===== config.mk =====
export PLATFORM = sky130hd
export DESIGN_NAME = spi9_framer
export DESIGN_NICKNAME = d
export VERILOG_FILES = /design/src/rtl/spi9_pkg.sv /design/src/rtl/spi9_shifter.sv /design/src/rtl/spi9_pad_ctrl.sv /design/src/rtl/spi9_framer.sv
export SDC_FILE = /design/constraint.sdc
export NUM_CORES = 1
export LEC_CHECK = 0
export BUFFER_PORTS_ARGS = -buffer_cell sky130_fd_sc_hd__buf_2
export CORE_ASPECT_RATIO = 1.5
export CORE_UTILIZATION = 45
export DETAILED_ROUTE_END_ITERATION = 16
export PLACE_DENSITY = 0.63
export SYNTH_ARGS = -nofsm -noshare
export SYNTH_HDL_FRONTEND = slang
export SYNTH_SLANG_ARGS = --single-unit

===== constraint.sdc =====
create_clock -name clk -period 2.56 [get_ports clk]
set_clock_uncertainty 0.2 [all_clocks]
set_input_delay 0.512 -clock clk [delete_from_list [all_inputs] [get_ports clk]]
set_output_delay 0.512 -clock clk [all_outputs]
set_load 0.01 [all_outputs]

===== src/rtl/spi9_pkg.sv =====
package spi9_pkg;

    localparam int FRAME_BITS = 9;

    typedef struct packed {
        logic       is_data;
        logic [7:0] payload;
    } frame_t;

    function automatic frame_t make_frame(input logic d, input logic [7:0] b);
        frame_t f;
        f.is_data = d;
        f.payload = b;
        return f;
    endfunction

    // smallest half period, in system cycles, that keeps the full period >= min_ns
    function automatic int min_half(input int sys_mhz, input int min_ns);
        int h;
        h = (min_ns * sys_mhz + 1999) / 2000;
        return (h < 1) ? 1 : h;
    endfunction

    // filler frames needed to bring a frame-count phase back to a byte boundary
    function automatic logic [2:0] fill_count(input logic [2:0] phase);
        return 3'(3'd0 - phase);
    endfunction

endpackage


===== src/rtl/spi9_shifter.sv =====
module spi9_shifter
    import spi9_pkg::*;
#(
    parameter int HALF = 5
) (
    input  logic   clk,
    input  logic   rst,
    input  logic   load,
    input  frame_t frame,
    output logic   busy,
    output logic   sclk,
    output logic   mosi
);

    localparam int HW = (HALF > 1) ? $clog2(HALF) : 1;
    localparam logic [HW-1:0] HLAST = HW'(HALF - 1);
    localparam logic [3:0] BLAST = 4'(FRAME_BITS - 1);

    logic [FRAME_BITS-1:0] shreg;
    logic [3:0]            bitidx;
    logic [HW-1:0]         hcnt;
    logic                  hi;
    logic                  half_end;

    assign half_end = (hcnt == HLAST);

    always_ff @(posedge clk) begin
        if (rst) begin
            busy   <= 1'b0;
            shreg  <= '0;
            bitidx <= '0;
            hcnt   <= '0;
            hi     <= 1'b0;
        end else if (load) begin
            busy   <= 1'b1;
            shreg  <= frame;
            bitidx <= '0;
            hcnt   <= '0;
            hi     <= 1'b0;
        end else if (busy) begin
            if (half_end) begin
                hcnt <= '0;
                if (!hi) begin
                    hi <= 1'b1;
                end else begin
                    hi     <= 1'b0;
                    shreg  <= {shreg[FRAME_BITS-2:0], 1'b0};
                    bitidx <= bitidx + 4'd1;
                    if (bitidx == BLAST)
                        busy <= 1'b0;
                end
            end else begin
                hcnt <= hcnt + HW'(1);
            end
        end
    end

    assign sclk = busy & hi;
    assign mosi = busy & shreg[FRAME_BITS-1];

    AST_LOAD_WHEN_IDLE: assert property (@(posedge clk) disable iff (rst)
        load |-> !busy);

endmodule


===== src/rtl/spi9_pad_ctrl.sv =====
module spi9_pad_ctrl
    import spi9_pkg::*;
#(
    parameter logic [7:0] FILL_CMD = 8'h5C
) (
    input  logic       clk,
    input  logic       rst,
    input  logic       in_valid,
    output logic       in_ready,
    input  logic [7:0] in_byte,
    input  logic       in_is_data,
    input  logic       in_flush,
    input  logic       sh_busy,
    output logic       load,
    output frame_t     frame,
    output logic       cs_n
);

    logic       pad_mode;
    logic [2:0] phase;
    logic [2:0] pad_left;
    logic       accept;
    logic       pad_load;
    logic       release_cs;
    logic [2:0] next_phase;

    assign in_ready   = !sh_busy && !pad_mode;
    assign accept     = in_valid && in_ready;
    assign pad_load   = pad_mode && !sh_busy && (pad_left != 3'd0);
    assign release_cs = pad_mode && !sh_busy && (pad_left == 3'd0);
    assign load       = accept || pad_load;
    assign frame      = accept ? make_frame(in_is_data, in_byte)
                               : make_frame(1'b0, FILL_CMD);
    assign next_phase = phase + 3'd1;

    always_ff @(posedge clk) begin
        if (rst) begin
            pad_mode <= 1'b0;
            phase    <= '0;
            pad_left <= '0;
            cs_n     <= 1'b1;
        end else if (accept) begin
            cs_n  <= 1'b0;
            phase <= next_phase;
            if (in_flush) begin
                pad_mode <= 1'b1;
                pad_left <= fill_count(next_phase);
            end
        end else if (pad_load) begin
            pad_left <= pad_left - 3'd1;
            phase    <= next_phase;
        end else if (release_cs) begin
            cs_n     <= 1'b1;
            pad_mode <= 1'b0;
            phase    <= '0;
        end
    end

    AST_PHASE_ZERO_AT_RELEASE: assert property (@(posedge clk) disable iff (rst)
        release_cs |-> (phase == 3'd0));

    AST_NO_ACCEPT_IN_PAD: assert property (@(posedge clk) disable iff (rst)
        pad_mode |-> !accept);

endmodule


===== src/rtl/spi9_framer.sv =====
module spi9_framer
    import spi9_pkg::*;
#(
    parameter int         SYS_MHZ     = 100,
    parameter int         MIN_SCLK_NS = 100,
    parameter int         HALF_DIV    = 5,
    parameter logic [7:0] FILL_CMD    = 8'h5C
) (
    input  logic       clk,
    input  logic       rst,
    input  logic       in_valid,
    output logic       in_ready,
    input  logic [7:0] in_byte,
    input  logic       in_is_data,
    input  logic       in_flush,
    output logic       spi_cs_n,
    output logic       spi_sclk,
    output logic       spi_mosi
);

    localparam int MIN_HALF = min_half(SYS_MHZ, MIN_SCLK_NS);
    localparam int EFF_HALF = (HALF_DIV < MIN_HALF) ? MIN_HALF : HALF_DIV;

    logic   sh_busy;
    logic   sh_load;
    frame_t sh_frame;

    spi9_pad_ctrl #(.FILL_CMD(FILL_CMD)) u_ctrl (
        .clk        (clk),
        .rst        (rst),
        .in_valid   (in_valid),
        .in_ready   (in_ready),
        .in_byte    (in_byte),
        .in_is_data (in_is_data),
        .in_flush   (in_flush),
        .sh_busy    (sh_busy),
        .load       (sh_load),
        .frame      (sh_frame),
        .cs_n       (spi_cs_n)
    );

    spi9_shifter #(.HALF(EFF_HALF)) u_shift (
        .clk   (clk),
        .rst   (rst),
        .load  (sh_load),
        .frame (sh_frame),
        .busy  (sh_busy),
        .sclk  (spi_sclk),
        .mosi  (spi_mosi)
    );

    // rising clock edges since chip select fell, modulo one byte
    logic       sclk_q;
    logic [2:0] edge_mod;

    always_ff @(posedge clk) begin
        if (rst) begin
            sclk_q   <= 1'b0;
            edge_mod <= '0;
        end else begin
            sclk_q <= spi_sclk;
            if (spi_cs_n)
                edge_mod <= '0;
            else if (spi_sclk && !sclk_q)
                edge_mod <= edge_mod + 3'd1;
        end
    end

    AST_CS_ON_BYTE: assert property (@(posedge clk) disable iff (rst)
        $rose(spi_cs_n) |-> (edge_mod == 3'd0));

    AST_SCLK_NEEDS_CS: assert property (@(posedge clk) disable iff (rst)
        spi_sclk |-> !spi_cs_n);

    AST_MOSI_STABLE_HIGH: assert property (@(posedge clk) disable iff (rst)
        (spi_sclk && $past(spi_sclk)) |-> $stable(spi_mosi));

    AST_READY_LOW_SHIFTING: assert property (@(posedge clk) disable iff (rst)
        spi_sclk |-> !in_ready);

endmodule


; Yosys cells after proc, flatten, opt, wreduce, memory -nomap -nowiden
; Cells that the tools add are included.
[totals]
mem_bits_rw = 0
elab_cells = 68
register_bits = 26
latch_bits = 0
out_inout_bits = 4
memories = 0
inputBits = 13
rom_bits = 0
[classes]
reduce_logical = 23
n_bitwise = 2
n_eq_ne = 4
div_mod_pow = 0
n_mul = 0
muxes = 25
n_addsub = 5
n_lt_le_gt_ge = 0
shift = 0
[ops]
columns = operator, n
row1 = 9-bit two-way mux, 5
row2 = 3-bit two-way mux, 7
row3 = 1-bit two-way mux, 13
row4 = 2-bit nonzero test, 5
row5 = 3-bit AND reduction, 3
row6 = "3-bit by 1-bit adder with 3-bit output, second input constant", 2
row7 = 2-bit AND reduction, 3
row8 = 3-bit nonzero test, 2
row9 = 1-bit logical AND, 5
row10 = "4-bit by 1-bit adder with 4-bit output, second input constant", 1
row11 = "4-bit == test, second input constant", 1
row12 = "3-bit == test, second input constant", 1
row13 = 3-bit logical NOT, 1
row14 = "1-bit by 3-bit subtractor with 3-bit output, first input constant", 1
row15 = "3-bit by 1-bit subtractor with 3-bit output, second input constant", 1
row16 = 1-bit bitwise AND, 2
row17 = 1-bit logical NOT, 2
row18 = "2-bit by 1-bit inequality test with 1-bit output, second input constant", 1
row19 = "2-bit inequality test, second input constant", 1
row20 = 2-bit OR reduction, 1
row21 = 1-bit logical OR, 1

; Logic depth before layout (Yosys ltp)
; Gate-level depths: netlist of the first run.
[logic_depth]
word_depth = 6
ltp_mapped = 8

; Modules after synthesis
; From an unflattened synthesis of the first run, not the netlist that was laid out.
[hier_totals]
cells_unflattened = 169
area_unflattened_um2 = 1455.1
[by_module_without_submodules]
columns = mod, cells_per_inst, area_each_um2, instances
row1 = spi9_shifter, 102, 893.4, 1
row2 = spi9_pad_ctrl, 67, 561.8, 1

; Worst setup path after synthesis of the first run
; OpenSTA, ideal clock, no wires.
[synth_path]
kind = register to register
from = register u_ctrl.pad_left[0]
to = register u_shift.shreg[0]
required_ns = 2.232
synth_period_minus_slack_ns = 1.959
path_slack_ns = 0.601
t_arrival_ns = 1.631
path_stages_with_launch = 9
cell_sequence = dfxtp_1 -> inv_1 -> ha_1 -> ha_1 -> nand2b_2 -> a21o_4 -> buf_6 -> a32oi_1 -> nor2_1
[synth_via]
elab_chain_len = 5
[synth_rtl]
columns = item, line_no
row1 = "start, declared", spi9_pad_ctrl.sv:21  ; logic [2:0] pad_left;
row2 = "start signal, assigned", spi9_pad_ctrl.sv:47  ; pad_left <= fill_count(next_phase);
row3 = "start signal, assigned", spi9_pad_ctrl.sv:50  ; pad_left <= pad_left - 3'd1;
row4 = 3-bit nonzero test *, spi9_pad_ctrl.sv:29  ; assign pad_load = pad_mode && !sh_busy && (pad_left != 3'd0);
row5 = 1-bit logical AND *, spi9_pad_ctrl.sv:29
row6 = 1-bit logical OR *, spi9_pad_ctrl.sv:31  ; assign load = accept || pad_load;
row7 = 2-bit nonzero test (no source line), -
row8 = 3-bit AND reduction (no source line), -
row9 = "end signal, assigned", spi9_shifter.sv:36  ; shreg <= frame;
row10 = "end signal, assigned", spi9_shifter.sv:47  ; shreg <= {shreg[FRAME_BITS-2:0], 1'b0};
row11 = "end, declared", spi9_shifter.sv:19  ; logic [FRAME_BITS-1:0] shreg;
; Every way passes the cells marked *; elsewhere a longest branch is shown, timed or not.
; A chain may end at the register's enable or synchronous reset.

; Worst setup path after layout of the first run
[layout_path]
from = register u_ctrl.pad_left[0]
to = register u_shift.shreg[5]
; Same word-level chain as after synthesis.

==> results.yml, run 1 <==
status:
  outcome: "complete, no violations"
clock_tree:
  cts_tree: "yes"
  cts_hold_buf: 0
  postCtsSetupBuffers: 0
  cts_max_level: 1
  clkSlewWorstSetupHoldPaths_ns: 0.09
  clkLatencyLatePin_ns: 0.27
  clock_path_buffers: 2
  cts_resized: 0
  root_buffer: "clkbuf_8"
  numCtsBuffers: 3
  cts_sinks: 26
sta:
  fmax_ghz: 0.470
  fin_crit_sh_pct: 83.1
  maxSlewHeadroom_pct: 59.6
  worst_pin_slew_ns: 0.606
  rsz0062_at_grt: "no"
  setup_tns_ns: 0
  slew_violations: 0
  holdWs_ns: 0.269
  min_period_ns: 2.13
  hold_viol_final: 0
  setup_violations: 0
job:
  cap_violations: 0
finish:
  fillers: 294
  mostFrequentLayoutCells: "dfxtp_1 (26), nor2_1 (16), buf_2 (16)"
  drive_gt1_share_pct: 17.7
  areaGrowthSynthToFinish_pct: 9.40
  final_common_cell: "dfxtp_1"
  nNetsFinal: 202
  n_antenna_cell: 0
place:
  place_hpwl_um: 2270
  routabilityCongestion: 0.791
  portBuffers: 16
drt:
  wl_um: 3060
  first_pass_iters: 4
  drc: 0
  antenna_left: 0
  drtIter0Drc: 39
  vias_per_cell: 5.57
  vias: 1225
  wire_per_inst_um: 13.9
logic_synthesis:
  syn_nets: 190
  ys_types: 45
  seq_area_frac_synth_pct: 36.2
  synth_top_cell_area_share_pct: 36.2
  synthCells: 170
  avgSynthCellArea_sq_um: 8.46
  ys_ff_latch: 26
  netlist_area_sq_um: 1440
  synth_area_leaders: "dfxtp_1 (36%), ha_1 (6.1%), a21oi_1 (4.2%)"
  synthArstFlopShare_pct: 0
  yosysWarnings: 0
  synth-main-ff-cell: "dfxtp_1"
  yosysTopAreaCell: "dfxtp_1"
  synth_edf_count: 0
worst_setup_path:
  ff2ff_setup_slack_ns: 0.43
  cp.required_ns: 2.52
  start_kind: "flop"
  end_kind: "flop"
  r2r-start: "u_ctrl.pad_left[0]"
  worstRegToRegCells: 7
  cp_max_fo: 13
  crit_type: "flop to flop"
  cp.arrival_ns: 2.09
  critPathLaunch: "u_ctrl.pad_left[0]"
pwr:
  leakage_nw: 0.609
  ir_drop_uv: 350
  powerDensity_nw_per_um2: 611
die:
  ios: 17
  die_h_um: 71.2
  start_util_pct: 48.4
  num_rows: 24
  die_area_sq_um: 3430
  core_area_sq_um: 2970
  die_x_um: 48.2
grt:
  grt_overflow_total: 0
  grt_antenna_before_repair: 0
  grtUsageTotal_pct: 20.8
  grt_pass1_vias: 1209
  grt_start_max_net_pins: 22
  grt_first_pass_wirelength_um: 5150
hold_path:
  hold_path.class: "input pin to flop"
  hp-start: "in_byte[0]"
  whs_path_depth: 3
==> cell families (layout without fill, tap and decap cells) <==
| kind of cell | after synthesis | in the layout | share of synthesized area, % |
|---|---|---|---|
| simple gates | 61 | 61 | 21.6 |
| fa+ha+maj | 7 | 7 | 6.09 |
| xor+xnor | 5 | 5 | 3.05 |
| buf+inv | 23 | 34 | 7.31 |
| flops | 26 | 26 | 36.2 |
| compound gates | 44 | 44 | 23.0 |
| mux | 4 | 4 | 2.79 |
==> per-layer routing <==
metal,GRT usage (%),part of all wire [%],up-vias
met5,0,0,-
met4,8.33,1.9,0
met3,3.02,1.7,5
met2,36.6,55,12
met1,23.4,41,591
li1,-,-,617
==> Yosys cell counts, drive strengths merged, types with 2 or more instances <==
master	instances
a211oi	3
a21oi	13
dfxtp	26
a222oi	2
xnor2	2
buf	8
clkbuf	2
o22ai	2
o2bb2ai	2
o32a	2
nor2b	2
inv	13
nand3	7
nand2	14
nand2b	4
xor2	3
o21ai	9
ha	7
nor3	9
and2	3
a21o	2
mux2i	4
nor2	16
o221ai	2
==> stage by stage <==
step | setup slack [ns] | instance area [sq um] | instances | power [mW] | util, %
after floorplan | 0.601 | 1440 | 170 | 0.646 | -
after CTS | 0.432 | 1570 | 220 | 0.967 | 52.9
after detailed placement | 0.445 | 1520 | 216 | 0.698 | 51.1
final | 0.433 | 1570 | 220 | 0.962 | 52.9
after global routing | 0.315 | 1570 | 220 | 1.01 | 52.9
after global placement | 0.523 | 1520 | 216 | 0.689 | 51.1
==> power by group <==
| group | internal (mW) | total, mW | switching [mW] |
|---|---|---|---|
| registers | 0.436 | 0.464 | 0.0278 |
| logic | 0.100 | 0.226 | 0.126 |
| clock network | 0.138 | 0.272 | 0.134 |
==> flip-flops by register name (all words and copies together), names as in the netlist <==
register,count
u_shift.shreg,9
u_shift.busy,1
u_shift.bitidx,4
u_ctrl.cs_n,1
u_ctrl.pad_mode,1
u_ctrl.phase,3
u_shift.hcnt,3
u_shift.hi,1
u_ctrl.pad_left,3
==> worst max-delay path: stages, from the launching register on <==
cell      delay, ns
dfxtp_1        0.41
inv_1          0.06
ha_1           0.20
ha_1           0.26
nand2b_2       0.25
a21o_4         0.29
a222oi_1       0.25
nor3_1         0.08
==> path summary, 6_finish.rpt <==
| check | endpoint |
|---|---|
| worst min-delay path | u_shift.shreg[0] |
| worst max register to register | u_shift.shreg[5] |
| worst max-delay path | u_shift.shreg[5] |
| worst min register to register | u_shift.shreg[3] |
==> layout make-up <==
type / instances / area [sq um] / share of cell area (%)
inverters: 13 / 48.8 / 3.10
clock buffers: 4 / 55.1 / 3.50
well taps: 39 / 48.8 / 3.10
flip-flops and latches: 26 / 520 / 33.1
multi-input cells: 121 / 812 / 51.6
repair buffers: 17 / 87.6 / 5.57
No activity file was read; power rests on OpenSTA's default activity.
==> run 2: changes to the inputs <==
- clock period: 2.56 -> 2 ns (I/O delays scaled with it)
==> run 2 against run 1 <==
  * Worst hold slack lost 0.090 ns
  * Final area grew 6.0%
  * Power grew 42%
  * Worst setup slack lost 0.34 ns
  * Count of clock-buffer cells in the layout shrank 1
  * Sequential cell count is the same
  * Sequential power grew 27%
  * Critical path depth grew 1
  * Non-clock buffer count grew 9
  * Critical endpoint is now u_shift.shreg[0]
  * Highest routed layer unchanged
==> results.yml, run 2 (synthesized netlist as in run 1, its figures left out) <==
pwr:
  power_frac_seq_pct: 43.4
  p_sw_mw: 0.380
  powerDensity_nw_per_um2: 817
  ir_drop_uv: 452
  switching_share_pct: 27.9
  p_int_mw: 0.983
  p_clk_share_pct: 32.3
  p_comb_share_pct: 24.3
  leakage_nw: 0.666
drt:
  wire_per_inst_um: 14.1
  drc: 0
  wl_um: 3230
  dr_wl_met3_um: 67
  drtIter0Drc: 35
  vias_per_cell: 5.59
  antenna_left: 0
  dr.max_layer_used: "met4"
  vias: 1279
  drt-met1-wl_um: 1280
  met2_length_um: 1850
  first_pass_iters: 4
clock_tree:
  cts_sinks: 26
  cts_tree: "yes"
  clkLatencyLatePin_ns: 0.27
  root_buffer: "clkbuf_8"
  cts_max_level: 1
  numCtsBuffers: 3
  clock_path_buffers: 2
  cts_hold_buf: 0
  clkSlewWorstSetupHoldPaths_ns: 0.09
die:
  num_rows: 24
  ios: 17
  die_area_sq_um: 3430
  die_x_um: 48.2
  die_h_um: 71.2
  core_area_sq_um: 2970
  start_util_pct: 48.4
sta:
  hold_viol_final: 0
  worst_pin_slew_ns: 0.363
  slew_violations: 0
  setup_violations: 0
  fmax_ghz: 0.523
  maxSlewHeadroom_pct: 75.8
  rsz0062_at_grt: "no"
  min_period_ns: 1.91
  setup_ws_ns: 0.0885
  setup_tns_ns: 0
  fin_crit_sh_pct: 95.6
place:
  place_hpwl_um: 2380
  dp.cells: 221
  post-place-ws_ns: 0.0616
  routabilityCongestion: 0.784
  portBuffers: 16
  place_area_sq_um: 1560
hold_path:
  whs_path_depth: 3
  hp-start: "in_is_data"
  hold_path_end: "u_shift.shreg[8]"
  hold_path.class: "input pin to flop"
finish:
  regMostFlops: "u_shift.shreg"
  reg.largest.list: "u_shift.shreg (9), u_shift.bitidx (4)"
  final_util_pct: 56.1
  final_common_cell: "dfxtp_1"
  largest_reg_flops: 9
  nNetsFinal: 211
  fin_area_sq_um: 1670
  fin_cells: 229
  n_antenna_cell: 0
  areaGrowthSynthToFinish_pct: 16.0
  drive_gt1_share_pct: 23.7
  mostFrequentLayoutCells: "dfxtp_1 (24), nor2_1 (16), buf_2 (16)"
grt:
  grt_antenna_before_repair: 0
  grt_pass1_vias: 1280
  grt_start_max_net_pins: 16
  grt_first_pass_wirelength_um: 5450
  grt_overflow_total: 0
  grtUsageTotal_pct: 21.4
status:
  outcome: "complete, no violations"
worst_setup_path:
  start_kind: "flop"
  end_kind: "flop"
  r2r-start: "u_ctrl.pad_left[0]"
  critPathLaunch: "u_ctrl.pad_left[0]"
  cp.arrival_ns: 1.88
  cp.required_ns: 1.97
  worstRegToRegCells: 8
  r2r-end: "u_shift.shreg[0]"
  ff2ff_setup_slack_ns: 0.09
  crit_type: "flop to flop"
  cp_max_fo: 7
job:
  cap_violations: 0
run 2: cell type report:
class | count | area, sq um
Multi-Input combinational cell | 121 | 823
Inverter | 13 | 48.8
Fill cell | 281 | 1310
Clock buffer | 3 | 41.3
Clock inverter | 1 | 30.0
Timing Repair Buffer | 26 | 153
Tap cell | 39 | 48.8
Sequential cell | 26 | 523
run 2: power groups by stage:
stage	Clock [mW]	Combinational (mW)	Sequential [mW]
final	0.440	0.332	0.591
after global routing	0.464	0.372	0.597
after global placement	0	0.301	0.600
after floorplan	0	0.231	0.596
after detailed placement	0	0.311	0.601
after CTS	0.450	0.315	0.589
run 2: worst max path at each step:
stage                             endpoint  slack (ns)  depth (start not counted)
final                     u_shift.shreg[0]        0.09                          8
after global placement    u_shift.shreg[5]        0.12                          7
after detailed placement   u_shift.hcnt[0]        0.06                          7
after CTS                 u_shift.shreg[7]       0.009                          7
after global routing      u_shift.shreg[5]       0.005                          7
after floorplan           u_shift.shreg[0]        0.04                          8
run 2: what timing repair did:
action                                  4_1_cts  5_1_grt
buffers inserted                              0        4
resized for setup                             0        5
endpoints found under the setup margin        0       13
run 2: critical path: stages, from the launching register on:
cell,delay (ns)
dfxtp_2,0.34
inv_1,0.04
ha_1,0.19
ha_1,0.21
nand2b_4,0.16
a21o_4,0.26
clkbuf_2,0.16
a32oi_1,0.19
nor2_1,0.06
run 2: per-layer routing:
layer  up-vias  GRT usage [%]
li1        634              -
met1       615           23.2
met2        26           39.9
met3         4           3.02
met4         0           5.86
met5         -              0
run 2: metrics by stage:
step	power (mW)	hold slack, ns
2_1_floorplan	0.827	0.244
3_3_place_gp	0.901	0.262
3_5_place_dp	0.912	0.274
4_1_cts	1.35	0.178
5_1_grt	1.43	0.185
6_report	1.36	0.179
==> run 3: changes to the inputs <==
- PLACE_DENSITY: 0.63 -> unset
- PLACE_DENSITY_LB_ADDON: unset -> 0.12
==> run 3 against run 2 <==
  * Critical path depth decreased by 5
  * Via count decreased by 1.2%
  * Worst hold slack got worse by 0.0070 ns
  * Final area decreased by 0.30%
  * Combinational power about the same
  * Sequential share of layout area about the same
  * Worst setup slack improved by 0.013 ns
  * Critical path type is now flop to output port
==> results.yml, run 3 (synthesized netlist as in run 1, its figures left out) <==
pwr:
  p_sw_mw: 0.361
  p_int_mw: 0.895
  p_clk_share_pct: 26.7
  p_comb_share_pct: 26.2
  power_frac_seq_pct: 47.1
  ir_drop_uv: 527
  switching_share_pct: 28.7
  powerDensity_nw_per_um2: 755
  leakage_nw: 0.664
sta:
  fin_crit_sh_pct: 94.9
  setup_violations: 0
  maxSlewHeadroom_pct: 71.5
  setup_tns_ns: 0
  rsz0062_at_grt: "no"
  fmax_ghz: 0.527
  min_period_ns: 1.90
  worst_pin_slew_ns: 0.428
  slew_violations: 0
  hold_viol_final: 0
drt:
  antenna_left: 0
  vias: 1264
  wire_per_inst_um: 13.3
  drc: 0
  wl_um: 3040
  vias_per_cell: 5.52
  first_pass_iters: 6
  drtIter0Drc: 24
place:
  portBuffers: 16
  place_area_sq_um: 1560
  place_hpwl_um: 2320
  routabilityCongestion: 0.784
die:
  ios: 17
  die_area_sq_um: 3430
  start_util_pct: 48.4
  num_rows: 24
  die_h_um: 71.2
  die_x_um: 48.2
  core_area_sq_um: 2970
clock_tree:
  root_buffer: "clkbuf_8"
  clkSlewWorstSetupHoldPaths_ns: 0.09
  clock_path_buffers: 2
  cts_tree: "yes"
  cts_sinks: 26
  numCtsBuffers: 3
  clkLatencyLatePin_ns: 0.27
  cts_max_level: 1
job:
  cap_violations: 0
worst_setup_path:
  path_buf_inv: 2
  cp_max_fo: 9
  cp.required_ns: 1.40
  crit_family: "flip-flops"
  end_kind: "output port"
  crit_path_top_delay_cell: "dfxtp_1"
  cp_cell_sequence: "buf_4 > nor2_1 > buf_2"
  cp.arrival_ns: 1.30
  ff2ff_setup_slack_ns: 0.13
  slowest_delay_ns: 0.59
  crit_type: "flop to output port"
  start_kind: "flop"
status:
  outcome: "complete, no violations"
finish:
  mostFrequentLayoutCells: "dfxtp_1 (25), nor2_1 (16), buf_2 (16)"
  drive_gt1_share_pct: 23.2
  fin_area_sq_um: 1660
  final_common_cell: "dfxtp_1"
  areaGrowthSynthToFinish_pct: 15.7
  largest_reg_flops: 9
  reg.largest.list: "u_shift.shreg (9), u_shift.bitidx (4)"
  n_antenna_cell: 0
  nNetsFinal: 211
  fillers: 284
  regMostFlops: "u_shift.shreg"
  final_util_pct: 55.9
hold_path:
  hold_path.class: "input pin to flop"
grt:
  grtUsageTotal_pct: 20.5
  grt_antenna_before_repair: 0
  grt_start_max_net_pins: 15
  grt_overflow_total: 0
  grt_first_pass_wirelength_um: 5260
  grt_pass1_vias: 1259
## run 3: power groups by stage
stage / registers (mW) / clock network, mW / logic (mW)
finish: 0.591 / 0.336 / 0.329
global route: 0.596 / 0.372 / 0.366
detailed placement: 0.601 / 0 / 0.306
floorplan: 0.596 / 0 / 0.231
global placement: 0.600 / 0 / 0.301
CTS: 0.590 / 0.348 / 0.307
## run 3: final timing paths
path | cells past startpoint | end | startpoint
worst max-delay path | 3 | in_ready | u_ctrl.pad_mode
worst min-delay path | 3 | u_shift.shreg[0] | in_byte[0]
worst max register to register | 7 | u_shift.shreg[5] | u_ctrl.pad_left[0]
worst min register to register | 2 | u_shift.shreg[3] | u_shift.shreg[3]
## run 3: worst min-delay path: stages
cell and delay (ns):
buf_2 0.09, a32oi_1 0.04, nor2_1 0.07
## run 3: cell type report
class | instances | area (sq um) | area share [%]
Multi-Input combinational cell | 121 | 821 | 49.4
Sequential cell | 26 | 522 | 31.4
Timing Repair Buffer | 26 | 168 | 10.1
Clock buffer | 4 | 55.1 | 3.31
Inverter | 13 | 48.8 | 2.93
Tap cell | 39 | 48.8 | 2.93
## run 3: routing by layer
| metal | track usage [%] | wire, um |
|---|---|---|
| met1 | 24.2 | 1300 |
| met2 | 35.3 | 1650 |
| met3 | 2.77 | 49 |
| met4 | 8.02 | 40 |
| met5 | 0 | 0 |
## run 3: timing repair
action                                  CTS  global route
gates resized for setup                   0             4
endpoints found under the setup margin    0            12
buffers inserted                          0             3
hold buffers                              0             0
## run 3: metrics by stage
stage | cells | setup WS [ns] | hold WS, ns | power (mW)
detailed placement | 222 | 0.0488 | 0.274 | 0.907
CTS | 226 | 0.0268 | 0.168 | 1.24
floorplan | 170 | 0.0411 | 0.244 | 0.827
global route | 229 | 0.0152 | 0.181 | 1.33
finish | 229 | 0.102 | 0.172 | 1.26
global placement | 222 | 0.0928 | 0.264 | 0.901
